$ cat src/rtl/tsm_pkg.sv
package tsm_pkg;

   // Width of the source-index header for a given number of inputs.
   function automatic int hdr_width(input int n_src);
      return (n_src > 1) ? $clog2(n_src) : 1;
   endfunction

endpackage

$ cat src/rtl/tsm_fifo.sv
module tsm_fifo #(
   parameter int DW    = 32,
   parameter int DEPTH = 4
) (
   input  logic          clk,
   input  logic          rst,
   input  logic          push,
   input  logic [DW-1:0] wdata,
   input  logic          pop,
   output logic [DW-1:0] rdata,
   output logic          not_full,
   output logic          not_empty
);
   localparam int  PW   = (DEPTH > 1) ? $clog2(DEPTH) : 1;
   localparam int  CW   = $clog2(DEPTH + 1);
   localparam bit  POW2 = ((DEPTH & (DEPTH - 1)) == 0);

   if (DEPTH < 2) begin : g_bad_depth
      $error("tsm_fifo: DEPTH must be at least 2");
   end

   logic [DW-1:0] mem [DEPTH];
   logic [PW-1:0] wr_ptr, rd_ptr, wr_nxt, rd_nxt;
   logic [CW-1:0] count;
   logic          do_push, do_pop;

   assign not_full  = (count != CW'(DEPTH));
   assign not_empty = (count != '0);
   assign do_push   = push && not_full;
   assign do_pop    = pop && not_empty;
   assign rdata     = mem[rd_ptr];

   // Pointer wrap: natural for power-of-two depth, compared otherwise.
   if (POW2) begin : g_wrap_free
      assign wr_nxt = wr_ptr + 1'b1;
      assign rd_nxt = rd_ptr + 1'b1;
   end else begin : g_wrap_cmp
      assign wr_nxt = (wr_ptr == PW'(DEPTH - 1)) ? '0 : wr_ptr + 1'b1;
      assign rd_nxt = (rd_ptr == PW'(DEPTH - 1)) ? '0 : rd_ptr + 1'b1;
   end

   always_ff @(posedge clk) begin
      if (do_push) mem[wr_ptr] <= wdata;
   end

   always_ff @(posedge clk) begin
      if (rst) begin
         wr_ptr <= '0;
         rd_ptr <= '0;
         count  <= '0;
      end else begin
         if (do_push) wr_ptr <= wr_nxt;
         if (do_pop)  rd_ptr <= rd_nxt;
         case ({do_push, do_pop})
            2'b10:   count <= count + 1'b1;
            2'b01:   count <= count - 1'b1;
            default: count <= count;
         endcase
      end
   end
endmodule

$ cat src/rtl/tsm_rr_arb.sv
module tsm_rr_arb #(
   parameter int NUM_SRC = 4,
   parameter int IW      = 2
) (
   input  logic               clk,
   input  logic               rst,
   input  logic [NUM_SRC-1:0] req,
   input  logic               advance,
   output logic [IW-1:0]      gnt_id,
   output logic               any
);
   logic [IW-1:0] start_q;
   logic [IW-1:0] cand;

   // Walk offsets from far to near so the nearest requester wins.
   always_comb begin
      gnt_id = '0;
      any    = 1'b0;
      cand   = '0;
      for (int off = NUM_SRC - 1; off >= 0; off--) begin
         cand = IW'((int'(start_q) + off) % NUM_SRC);
         if (req[cand]) begin
            gnt_id = cand;
            any    = 1'b1;
         end
      end
   end

   always_ff @(posedge clk) begin
      if (rst) begin
         start_q <= '0;
      end else if (advance) begin
         start_q <= (gnt_id == IW'(NUM_SRC - 1)) ? '0 : gnt_id + 1'b1;
      end
   end
endmodule

$ cat src/rtl/tsm_out_stage.sv
module tsm_out_stage #(
   parameter int DW = 32
) (
   input  logic          clk,
   input  logic          rst,
   input  logic          load,
   input  logic [DW-1:0] word,
   input  logic          ready,
   output logic          valid,
   output logic [DW-1:0] data
);
   always_ff @(posedge clk) begin
      if (rst)        valid <= 1'b0;
      else if (load)  valid <= 1'b1;
      else if (ready) valid <= 1'b0;
   end

   always_ff @(posedge clk) begin
      if (load) data <= word;
   end
endmodule

$ cat src/rtl/tag_stream_merger.sv
module tag_stream_merger #(
   parameter int NUM_SRC    = 4,
   parameter int DATA_W     = 32,
   parameter int FIFO_DEPTH = 4
) (
   input  logic                      clk,
   input  logic                      rst,
   input  logic [NUM_SRC*DATA_W-1:0] s_tdata,
   input  logic [NUM_SRC-1:0]        s_tvalid,
   output logic [NUM_SRC-1:0]        s_tready,
   output logic [DATA_W-1:0]         m_tdata,
   output logic                      m_tvalid,
   input  logic                      m_tready
);
   localparam int HDR_W = tsm_pkg::hdr_width(NUM_SRC);
   localparam int PAY_W = DATA_W - HDR_W;

   if (NUM_SRC < 2) begin : g_bad_src
      $error("tag_stream_merger: NUM_SRC must be at least 2");
   end
   if (PAY_W < 1) begin : g_bad_width
      $error("tag_stream_merger: DATA_W too small for the header");
   end

   logic [NUM_SRC-1:0] has_data;
   logic [NUM_SRC-1:0] pop_vec;
   logic [DATA_W-1:0]  head [NUM_SRC];
   logic [HDR_W-1:0]   gnt_id;
   logic               any_req;
   logic               load;
   logic [DATA_W-1:0]  stamped;

   for (genvar i = 0; i < NUM_SRC; i++) begin : g_src
      tsm_fifo #(.DW(DATA_W), .DEPTH(FIFO_DEPTH)) u_fifo (
         .clk       (clk),
         .rst       (rst),
         .push      (s_tvalid[i]),
         .wdata     (s_tdata[i*DATA_W +: DATA_W]),
         .pop       (pop_vec[i]),
         .rdata     (head[i]),
         .not_full  (s_tready[i]),
         .not_empty (has_data[i])
      );
      assign pop_vec[i] = load && (gnt_id == HDR_W'(i));
   end

   tsm_rr_arb #(.NUM_SRC(NUM_SRC), .IW(HDR_W)) u_arb (
      .clk     (clk),
      .rst     (rst),
      .req     (has_data),
      .advance (load),
      .gnt_id  (gnt_id),
      .any     (any_req)
   );

   // Reload when the output register is free or is emptied this cycle.
   assign load    = any_req && (!m_tvalid || m_tready);
   assign stamped = {gnt_id, head[gnt_id][PAY_W-1:0]};

   tsm_out_stage #(.DW(DATA_W)) u_out (
      .clk   (clk),
      .rst   (rst),
      .load  (load),
      .word  (stamped),
      .ready (m_tready),
      .valid (m_tvalid),
      .data  (m_tdata)
   );
endmodule

$ cat config.mk
export PLATFORM = sky130hd
export DESIGN_NAME = tag_stream_merger
export DESIGN_NICKNAME = d
export VERILOG_FILES = /design/src/rtl/tsm_pkg.sv /design/src/rtl/tsm_fifo.sv /design/src/rtl/tsm_rr_arb.sv /design/src/rtl/tsm_out_stage.sv /design/src/rtl/tag_stream_merger.sv
export SDC_FILE = /design/constraint.sdc
export NUM_CORES = 1
export LEC_CHECK = 0
export CAP_MARGIN = 40
export CELL_PAD_IN_SITES_DETAIL_PLACEMENT = 1
export CELL_PAD_IN_SITES_GLOBAL_PLACEMENT = 2
export CORE_MARGIN = 8
export CORE_UTILIZATION = 42
export CTS_CLUSTER_SIZE = 12
export DETAILED_ROUTE_END_ITERATION = 12
export PLACE_DENSITY = 0.81
export SYNTH_ARGS = -nofsm -noshare
export SYNTH_HDL_FRONTEND = slang
export SYNTH_HIERARCHICAL = 1
export SYNTH_SLANG_ARGS = --single-unit
export TNS_END_PERCENT = 50
$ cat constraint.sdc
create_clock -name clk -period 3.5 [get_ports clk]
set_clock_uncertainty 0.15 [all_clocks]
set_input_delay 1.05 -clock clk [delete_from_list [all_inputs] [get_ports clk]]
set_output_delay 1.05 -clock clk [all_outputs]
set_load 0.01 [all_outputs]
==> results_tabular.tex, run 1 <==
\begin{tabular}{lr}
\hline
Metric & Value \\
\hline
\multicolumn{2}{l}{\textbf{Outcome}} \\
\quad Run status & completed \\
\multicolumn{2}{l}{\textbf{Run}} \\
\quad Max cap viols & 0 \\
\multicolumn{2}{l}{\textbf{Placed design}} \\
\quad DP HPWL & 33.7 mm \\
\quad GP Congestion & 0.774 \\
\quad Number of port buffers & 163 \\
\quad Number of placed cells counting well taps & 1785 \\
\multicolumn{2}{l}{\textbf{Floorplanning}} \\
\quad Starting utilization of the core area & 42.6\% \\
\quad Area of the die & 58400 µm² \\
\quad I/O pin count & about 170 \\
\quad Standard-cell row count & 82 \\
\quad Area of the placeable core & 50200 µm² \\
\quad Die span in y & between 200 and 250 µm \\
\quad Die boundary width & 242 µm \\
\multicolumn{2}{l}{\textbf{Synthesis}} \\
\quad Post-synthesis net count & about 1100 \\
\quad Number of cells produced by synthesis & 940 \\
\quad Mean cell area of the mapped netlist & $\sim$23 µm² \\
\quad Yosys warning count & 6 \\
\quad Post-synthesis cell area & 21400 µm² \\
\multicolumn{2}{l}{\textbf{Clock network}} \\
\quad Clock sink count & 551 \\
\quad Count of hold-fix buffers inserted at cts & 0 \\
\quad Root Driver & sky130\_fd\_sc\_hd\_\_clkbuf\_16 \\
\quad Max clock buf depth & 3 \\
\quad Number of gates resized after CTS & 0 \\
\quad Number of buffers created by CTS & 55 \\
\quad Number of levels the H-tree was split into & 2 \\
\quad Post-CTS setup repair buffer count & 0 \\
\quad CTS tree & yes \\
\quad Clock transition at the register clock pins on the worst setup and hold paths after CTS & about 0.060 ns \\
\quad Clock insertion delay at the later pin of the skew report & 0.58 ns \\
\multicolumn{2}{l}{\textbf{Power}} \\
\quad Overall power & 19.8 mW \\
\quad Worst vdd ir & 0.608 mV \\
\quad Power density relative to cell area & 773 nW/µm² \\
\quad Leak Pwr & 8.18 nW \\
\multicolumn{2}{l}{\textbf{Critical path}} \\
\quad Critical path launch point type & flip-flop \\
\quad Top fanout value on the critical path & 6 \\
\quad Worst-case reg-to-reg path depth & 13 \\
\quad R2r setup slk & 0.11 ns \\
\quad Launch point of the worst reg-to-reg path & g\_src[1].u\_fifo/count[1] \\
\quad Critical path capture point type & flip-flop \\
\quad Data arrival time of the critical path & around 3.7 ns \\
\quad Required time reported for the critical path endpoint & approximately 3.9 ns \\
\quad Category of the most critical setup path & reg2reg \\
\quad Terminus of the critical flop-to-flop path & g\_src[0].u\_fifo/count[2] \\
\multicolumn{2}{l}{\textbf{STA}} \\
\quad Worst max-slew margin expressed relative to the limit & 55.9\% \\
\quad Final count of negative-setup-slack endpoints & 0 \\
\quad Sum Neg Setup Slack & 0 ns \\
\quad Final Hold Slack & 0.368 ns \\
\quad Minimum period implied by the final worst setup slack & between 3 and 4 ns \\
\quad Transition time at the pin with the least slew margin & 0.662 ns \\
\quad Maximum frequency from static timing analysis & 0.295 GHz \\
\quad RSZ-0062 raised after global routing & no \\
\quad Final cycle utilization of the critical path & between 90\% and 100\% \\
\quad Pins Over Slew Limit & 0 \\
\quad Hold Vio Cnt, Final & 0 \\
\multicolumn{2}{l}{\textbf{GRT}} \\
\quad Maximum number of pins on one net before global-route repair & 44 \\
\quad Global routing usage summed across all routing layers & 16.1\% \\
\quad Grt ovf & 0 \\
\quad Number of global-route vias before repair & roughly 11000 \\
\quad Antenna violations before repair & 15 \\
\quad First-pass GRT wire length & $\sim$71 mm \\
\multicolumn{2}{l}{\textbf{Min path}} \\
\quad Number of cells traversed by the worst hold path & 2 \\
\quad Worst hold path type & reg2reg \\
\quad Endpoint with the worst hold slack & g\_src[3].u\_fifo/wr\_ptr[1] \\
\quad Beginning of the worst hold path & g\_src[3].u\_fifo/wr\_ptr[1] \\
\multicolumn{2}{l}{\textbf{Layout}} \\
\quad Area delta synth->final & 19.8\% \\
\quad \# nets final & around 1300 \\
\quad Fraction of final layout cells sized beyond drive strength 1 & $\sim$23\% \\
\quad Final standard cell count with taps included and fillers excluded & 1877 \\
\multicolumn{2}{l}{\textbf{Detailed routing}} \\
\quad Total wirelength of the detailed-routed design & 48.5 mm \\
\quad Routed via count & 10000 \\
\quad Detailed-router iteration count before antenna repair & 4 \\
\quad Violation count after the first detailed-routing iteration & 856 \\
\quad Via count normalized by instance count & about 5.3 \\
\quad DRC violation count after routing & 0 \\
\quad Antenna Violating Nets Remaining & 0 \\
\quad Routed WL per cell & about 26 µm \\
\hline
\end{tabular}
[registers in the layout (all words and copies together), names as in the netlist, named ones only]
| signal | flops |
|---|---|
| u_out/valid | 1 |
| g_src.u_fifo/mem | 480 |
| u_arb/start_q | 2 |
| u_out/data | 32 |
| g_src.u_fifo/wr_ptr | 8 |
| g_src.u_fifo/count | 12 |
| g_src.u_fifo/rd_ptr | 8 |
[report_power, final]
part / switching [mW] / leakage, nW / internal [mW]
sequential: 0.425 / 5.05 / 8.36
combinational: 2.90 / 2.37 / 2.93
clock: 2.29 / 0.752 / 2.89
total: 5.61 / 8.18 / 14.2
[worst max-delay path, stage by stage (launching register included)]
cell	delay, ns
sky130_fd_sc_hd__dfxtp_1	0.37
sky130_fd_sc_hd__or3_1	0.48
sky130_fd_sc_hd__inv_2	0.10
sky130_fd_sc_hd__a221o_1	0.20
sky130_fd_sc_hd__a21oi_4	0.09
sky130_fd_sc_hd__a2111oi_1	0.35
sky130_fd_sc_hd__buf_4	0.20
sky130_fd_sc_hd__o31a_1	0.15
sky130_fd_sc_hd__ha_1	0.17
sky130_fd_sc_hd__inv_1	0.05
sky130_fd_sc_hd__fa_1	0.37
sky130_fd_sc_hd__xor2_1	0.16
sky130_fd_sc_hd__or3_1	0.32
sky130_fd_sc_hd__a21oi_1	0.15
[cells in the final DEF (no fill, tap or decap), types with 3 or more instances in the layout]
master,n
sky130_fd_sc_hd__a21boi_2,4
sky130_fd_sc_hd__a21oi_1,10
sky130_fd_sc_hd__a21oi_4,3
sky130_fd_sc_hd__and2_1,16
sky130_fd_sc_hd__buf_12,19
sky130_fd_sc_hd__buf_4,31
sky130_fd_sc_hd__clkbuf_1,14
sky130_fd_sc_hd__clkbuf_16,55
sky130_fd_sc_hd__clkdlybuf4s50_1,163
sky130_fd_sc_hd__clkinv_1,11
sky130_fd_sc_hd__dfxtp_1,35
sky130_fd_sc_hd__dfxtp_2,4
sky130_fd_sc_hd__diode_2,5
sky130_fd_sc_hd__edfxtp_1,512
sky130_fd_sc_hd__fa_1,4
sky130_fd_sc_hd__ha_1,20
sky130_fd_sc_hd__inv_1,30
sky130_fd_sc_hd__mux2_2,4
sky130_fd_sc_hd__mux2i_1,4
sky130_fd_sc_hd__mux4_1,9
sky130_fd_sc_hd__mux4_2,141
sky130_fd_sc_hd__nand2_1,4
sky130_fd_sc_hd__nand2b_1,11
sky130_fd_sc_hd__nor2_1,39
sky130_fd_sc_hd__o21ai_0,4
sky130_fd_sc_hd__o311ai_0,4
sky130_fd_sc_hd__o31a_1,4
sky130_fd_sc_hd__or3_1,6
sky130_fd_sc_hd__xnor2_1,5
sky130_fd_sc_hd__xor2_1,12
[final cells by class]
cell class	count	area (µm²)
tap	672	841
sequential	551	16200
clock inverter	16	88.8
clock buffer	71	1460
multi-input combinational	317	4700
antenna	5	12.5
fill	4420	24500
timing repair buffer	213	2240
inverter	32	120
[metrics by stage]
| step | util (%) | setup WS, ns | area (µm²) |
|---|---|---|---|
| 6_report | 51.1 | 0.114 | 25600 |
| 5_1_grt | 51.1 | 0.00408 | 25600 |
| 2_1_floorplan | - | 0.101 | 21400 |
| 4_1_cts | 51.0 | 0.0604 | 25600 |
| 3_5_place_dp | 47.9 | -0.414 | 24100 |
| 3_3_place_gp | 47.9 | -0.285 | 24100 |
[worst max path at each step]
stage,startpoint,endpoint,slack [ns],cells after the start
2_1_floorplan,g_src[0].u_fifo/count[1],g_src[1].u_fifo/count[2],0.10,13
3_3_place_gp,m_tready,g_src[0].u_fifo/count[2],-0.29,11
3_5_place_dp,m_tready,g_src[0].u_fifo/count[2],-0.41,11
4_1_cts,g_src[1].u_fifo/count[1],g_src[0].u_fifo/count[2],0.06,13
5_1_grt,g_src[1].u_fifo/count[1],g_src[0].u_fifo/count[2],0.004,13
6_report,g_src[1].u_fifo/count[1],g_src[0].u_fifo/count[2],0.11,13
[metal layers]
| layer | up-vias | GRT usage, % | share of wire (%) |
|---|---|---|---|
| li1 | 4337 | - | - |
| met1 | 5282 | 21.4 | 43 |
| met2 | 285 | 26.4 | 49 |
| met3 | 85 | 3.94 | 6.1 |
| met4 | 18 | 4.19 | 1.9 |
| met5 | - | 0 | 0.25 |
Note: power is estimated with default switching activity, not from simulation.
==> run 2, diff against run 1 <==
--- a/config.mk
+++ b/config.mk
@@ -13,6 +13,7 @@
 export CTS_CLUSTER_SIZE = 12
 export DETAILED_ROUTE_END_ITERATION = 12
 export PLACE_DENSITY = 0.81
+export SLEW_MARGIN = 10
 export SYNTH_ARGS = -nofsm -noshare
 export SYNTH_HDL_FRONTEND = slang
 export SYNTH_HIERARCHICAL = 1
==> results of run 2 <==
No change in the layout: final DEF, timing and power equal those of run 1.
==> run 3, diff against run 2 <==
--- a/config.mk
+++ b/config.mk
@@ -12,7 +12,7 @@
 export CORE_UTILIZATION = 42
 export CTS_CLUSTER_SIZE = 12
 export DETAILED_ROUTE_END_ITERATION = 12
-export PLACE_DENSITY = 0.81
+export PLACE_DENSITY_LB_ADDON = 0.3
 export SLEW_MARGIN = 10
 export SYNTH_ARGS = -nofsm -noshare
 export SYNTH_HDL_FRONTEND = slang
==> run 3 against run 2 <==
Flip-flop and latch count unchanged. Clock-buffer cell count is 4 higher. Via count is 0.11% lower. Critical path type unchanged.
==> results_tabular.tex, run 3 (synthesis gave the netlist of run 1 again) <==
\begin{tabular}{lr}
\hline
Metric & Value \\
\hline
\multicolumn{2}{l}{\textbf{Outcome}} \\
\quad Run status & completed \\
\multicolumn{2}{l}{\textbf{STA}} \\
\quad Final Hold Slack & about 0.36 ns \\
\quad Pins Over Slew Limit & 0 \\
\quad Sum Neg Setup Slack & 0 ns \\
\quad Setup slack of the critical path after layout & 0.178 ns \\
\quad Maximum frequency from static timing analysis & 0.301 GHz \\
\quad Worst max-slew margin expressed relative to the limit & 58.4\% \\
\quad Final count of negative-setup-slack endpoints & 0 \\
\quad RSZ-0062 raised after global routing & no \\
\quad Minimum period implied by the final worst setup slack & $\sim$3.3 ns \\
\quad Transition time at the pin with the least slew margin & 0.625 ns \\
\quad Hold Vio Cnt, Final & 0 \\
\quad Final cycle utilization of the critical path & 94.9\% \\
\multicolumn{2}{l}{\textbf{Floorplanning}} \\
\quad Die boundary width & 242 µm \\
\quad Area of the placeable core & 50200 µm² \\
\quad Standard-cell row count & 82 \\
\quad Starting utilization of the core area & 42.6\% \\
\quad I/O pin count & 172 \\
\quad Area of the die & 58400 µm² \\
\quad Die span in y & 242 µm \\
\multicolumn{2}{l}{\textbf{Clock network}} \\
\quad Clock sink count & around 550 \\
\quad Clock insertion delay at the later pin of the skew report & 0.60 ns \\
\quad Number of buffers created by CTS & 55 \\
\quad Number of levels the H-tree was split into & 2 \\
\quad Root Driver & sky130\_fd\_sc\_hd\_\_clkbuf\_16 \\
\quad Max clock buf depth & 3 \\
\quad Clock transition at the register clock pins on the worst setup and hold paths after CTS & 0.06 ns \\
\quad Count of hold-fix buffers inserted at cts & 0 \\
\quad CTS tree & yes \\
\multicolumn{2}{l}{\textbf{Placed design}} \\
\quad DP HPWL & approximately 33 mm \\
\quad GP Congestion & 0.740 \\
\quad Number of placed cells counting well taps & 1785 \\
\quad Number of port buffers & 163 \\
\quad Post-Place Worst Slack & -0.338 ns \\
\quad Placed Area & between 20000 and 25000 µm² \\
\multicolumn{2}{l}{\textbf{Critical path}} \\
\quad CP max stage delay & 0.47 ns \\
\quad Cells traversed along the worst timing path & or3\_1 > inv\_2 > a221o\_1 > a21oi\_4 > a2111oi\_0 > buf\_4 > o31a\_1 > ha\_1 > inv\_1 > fa\_1 > xor2\_1 > or3\_1 > a21oi\_1 \\
\quad Terminus of the critical flop-to-flop path & g\_src[0].u\_fifo/count[2] \\
\quad Data arrival time of the critical path & between 3 and 4 ns \\
\quad Launch point of the worst reg-to-reg path & g\_src[1].u\_fifo/count[1] \\
\quad CP most frequent cell & sky130\_fd\_sc\_hd\_\_or3\_1 \\
\quad Required time reported for the critical path endpoint & 3.87 ns \\
\quad Category of the most critical setup path & reg2reg \\
\quad CP max-delay cell & sky130\_fd\_sc\_hd\_\_or3\_1 \\
\quad R2r setup slk & 0.18 ns \\
\quad Critical path launch point type & flip-flop \\
\quad Worst-case reg-to-reg path depth & 13 \\
\quad Critical path capture point type & flip-flop \\
\quad Top fanout value on the critical path & 6 \\
\quad CP Launch Point & g\_src[1].u\_fifo/count[1] \\
\multicolumn{2}{l}{\textbf{Layout}} \\
\quad Area delta synth->final & 20.1\% \\
\quad Most common cell after layout, fill and taps aside & sky130\_fd\_sc\_hd\_\_edfxtp\_1 \\
\quad \# nets final & 1330 \\
\quad Post-Layout Inst Area & 25700 µm² \\
\quad Final standard cell count with taps included and fillers excluded & 1882 \\
\quad Utilization after layout & 51.2\% \\
\quad Fraction of final layout cells sized beyond drive strength 1 & 23.1\% \\
\quad Leading registers by flop count & g\_src.u\_fifo/mem: 480 flops, u\_out/data: 32 flops, g\_src.u\_fifo/count: 12 flops \\
\quad Number of flip-flops under the largest register name & 480 \\
\quad Register bank with the most flops & g\_src.u\_fifo/mem \\
\quad Highest-count cells in the layout ignoring fill and taps & 512 x sky130\_fd\_sc\_hd\_\_edfxtp\_1, 163 x sky130\_fd\_sc\_hd\_\_clkdlybuf4s50\_1, 141 x sky130\_fd\_sc\_hd\_\_mux4\_2 \\
\multicolumn{2}{l}{\textbf{Power}} \\
\quad Power density relative to cell area & 775 nW/µm² \\
\quad Overall power & 19.9 mW \\
\quad Internal power summed over all cells & 14.3 mW \\
\quad Fraction of power spent switching nets & 28.2\% \\
\quad Reported net switching power & 5.62 mW \\
\quad Share of power burned in combinational logic & between 20 and 30\% \\
\quad Part of the total power dissipated in the clock network & 26.4\% \\
\quad Sequential group share of total power & a little over two fifths \\
\quad Worst vdd ir & 0.857 mV \\
\quad Leak Pwr & 8.20 nW \\
\multicolumn{2}{l}{\textbf{Detailed routing}} \\
\quad Via count normalized by instance count & 5.31 \\
\quad Detailed-router iteration count before antenna repair & 5 \\
\quad Violation count after the first detailed-routing iteration & 682 \\
\quad DRC violation count after routing & 0 \\
\quad Routed WL per cell & 25.6 µm \\
\quad Total wirelength of the detailed-routed design & 48.2 mm \\
\quad Routed via count & 9996 \\
\quad Antenna Violating Nets Remaining & 0 \\
\multicolumn{2}{l}{\textbf{Min path}} \\
\quad Worst hold path type & reg2reg \\
\quad Number of cells traversed by the worst hold path & 2 \\
\quad Endpoint with the worst hold slack & g\_src[3].u\_fifo/wr\_ptr[1] \\
\quad Beginning of the worst hold path & g\_src[3].u\_fifo/wr\_ptr[1] \\
\multicolumn{2}{l}{\textbf{GRT}} \\
\quad First-pass GRT wire length & 71.2 mm \\
\quad Number of global-route vias before repair & 10600 \\
\quad Antenna violations before repair & 23 \\
\quad Global routing usage summed across all routing layers & 16.4\% \\
\quad Grt ovf & 0 \\
\quad Maximum number of pins on one net before global-route repair & 44 \\
\multicolumn{2}{l}{\textbf{Run}} \\
\quad Max cap viols & 0 \\
\hline
\end{tabular}
==> run 3: cell types whose count changed in the layout (fill, tap and decap cells not counted), moves of 2 or more <==
cell / delta
sky130_fd_sc_hd__clkinv_1: -5
sky130_fd_sc_hd__clkbuf_1: +4
sky130_fd_sc_hd__buf_12: +3
sky130_fd_sc_hd__clkinv_2: +3
sky130_fd_sc_hd__buf_4: -2
sky130_fd_sc_hd__diode_2: +2
==> run 3: how the worst max path moves through the flow <==
stage / cells after the start / slack [ns] / end
2_1_floorplan: 13 / 0.10 / g_src[1].u_fifo/count[2]
3_3_place_gp: 11 / -0.32 / g_src[0].u_fifo/count[2]
3_5_place_dp: 11 / -0.34 / g_src[0].u_fifo/count[2]
4_1_cts: 11 / 0.11 / g_src[1].u_fifo/count[2]
5_1_grt: 11 / 0.01 / g_src[1].u_fifo/count[2]
6_report: 13 / 0.18 / g_src[0].u_fifo/count[2]
==> run 3: per-layer routing <==
| layer | GRT usage (%) | share of wire [%] | up-vias | wire length, µm |
|---|---|---|---|---|
| met5 | 0 | 0.21 | - | 103 |
| met4 | 4.51 | 2.0 | 16 | 942 |
| met3 | 4.53 | 7.6 | 77 | 3690 |
| met2 | 25.8 | 47 | 276 | 22900 |
| met1 | 22.3 | 43 | 5284 | 20600 |
| li1 | - | - | 4343 | - |
==> run 3: area by class of cell <==
class	instances	area, µm²
multi-input combinational	317	4700
timing repair buffer	214	2290
inverter	32	120
fill	4397	24500
clock buffer	75	1480
sequential	551	16200
clock inverter	14	81.3
tap	672	841
antenna	7	17.5
==> run 3: critical path, delay by kind of cell (launching register included) <==
kind	cells	cell delay, ns
AOI/OAI and AO/OA	5	0.88
xor gates and xnor gates	1	0.16
adders and majority gates	2	0.56
and+or+nand+nor	2	0.77
DFF	1	0.36
buffers and inverters	3	0.35
==> run 3: power by group through the flow <==
stage	clock [mW]	sequential, mW	combinational, mW
final	5.25	8.77	5.89
after global routing	5.62	8.86	6.34
after CTS	5.41	8.79	5.98
after detailed placement	0	8.93	5.96
after global placement	0	8.89	5.87
after floorplan	0	8.83	4.00
==> run 3: what timing repair did <==
item / in CTS / in global routing
hold endpoints to repair: 0 / 0
buffers inserted: 0 / 1
endpoints found under the setup margin: 0 / 2
gates resized for setup: 0 / 3
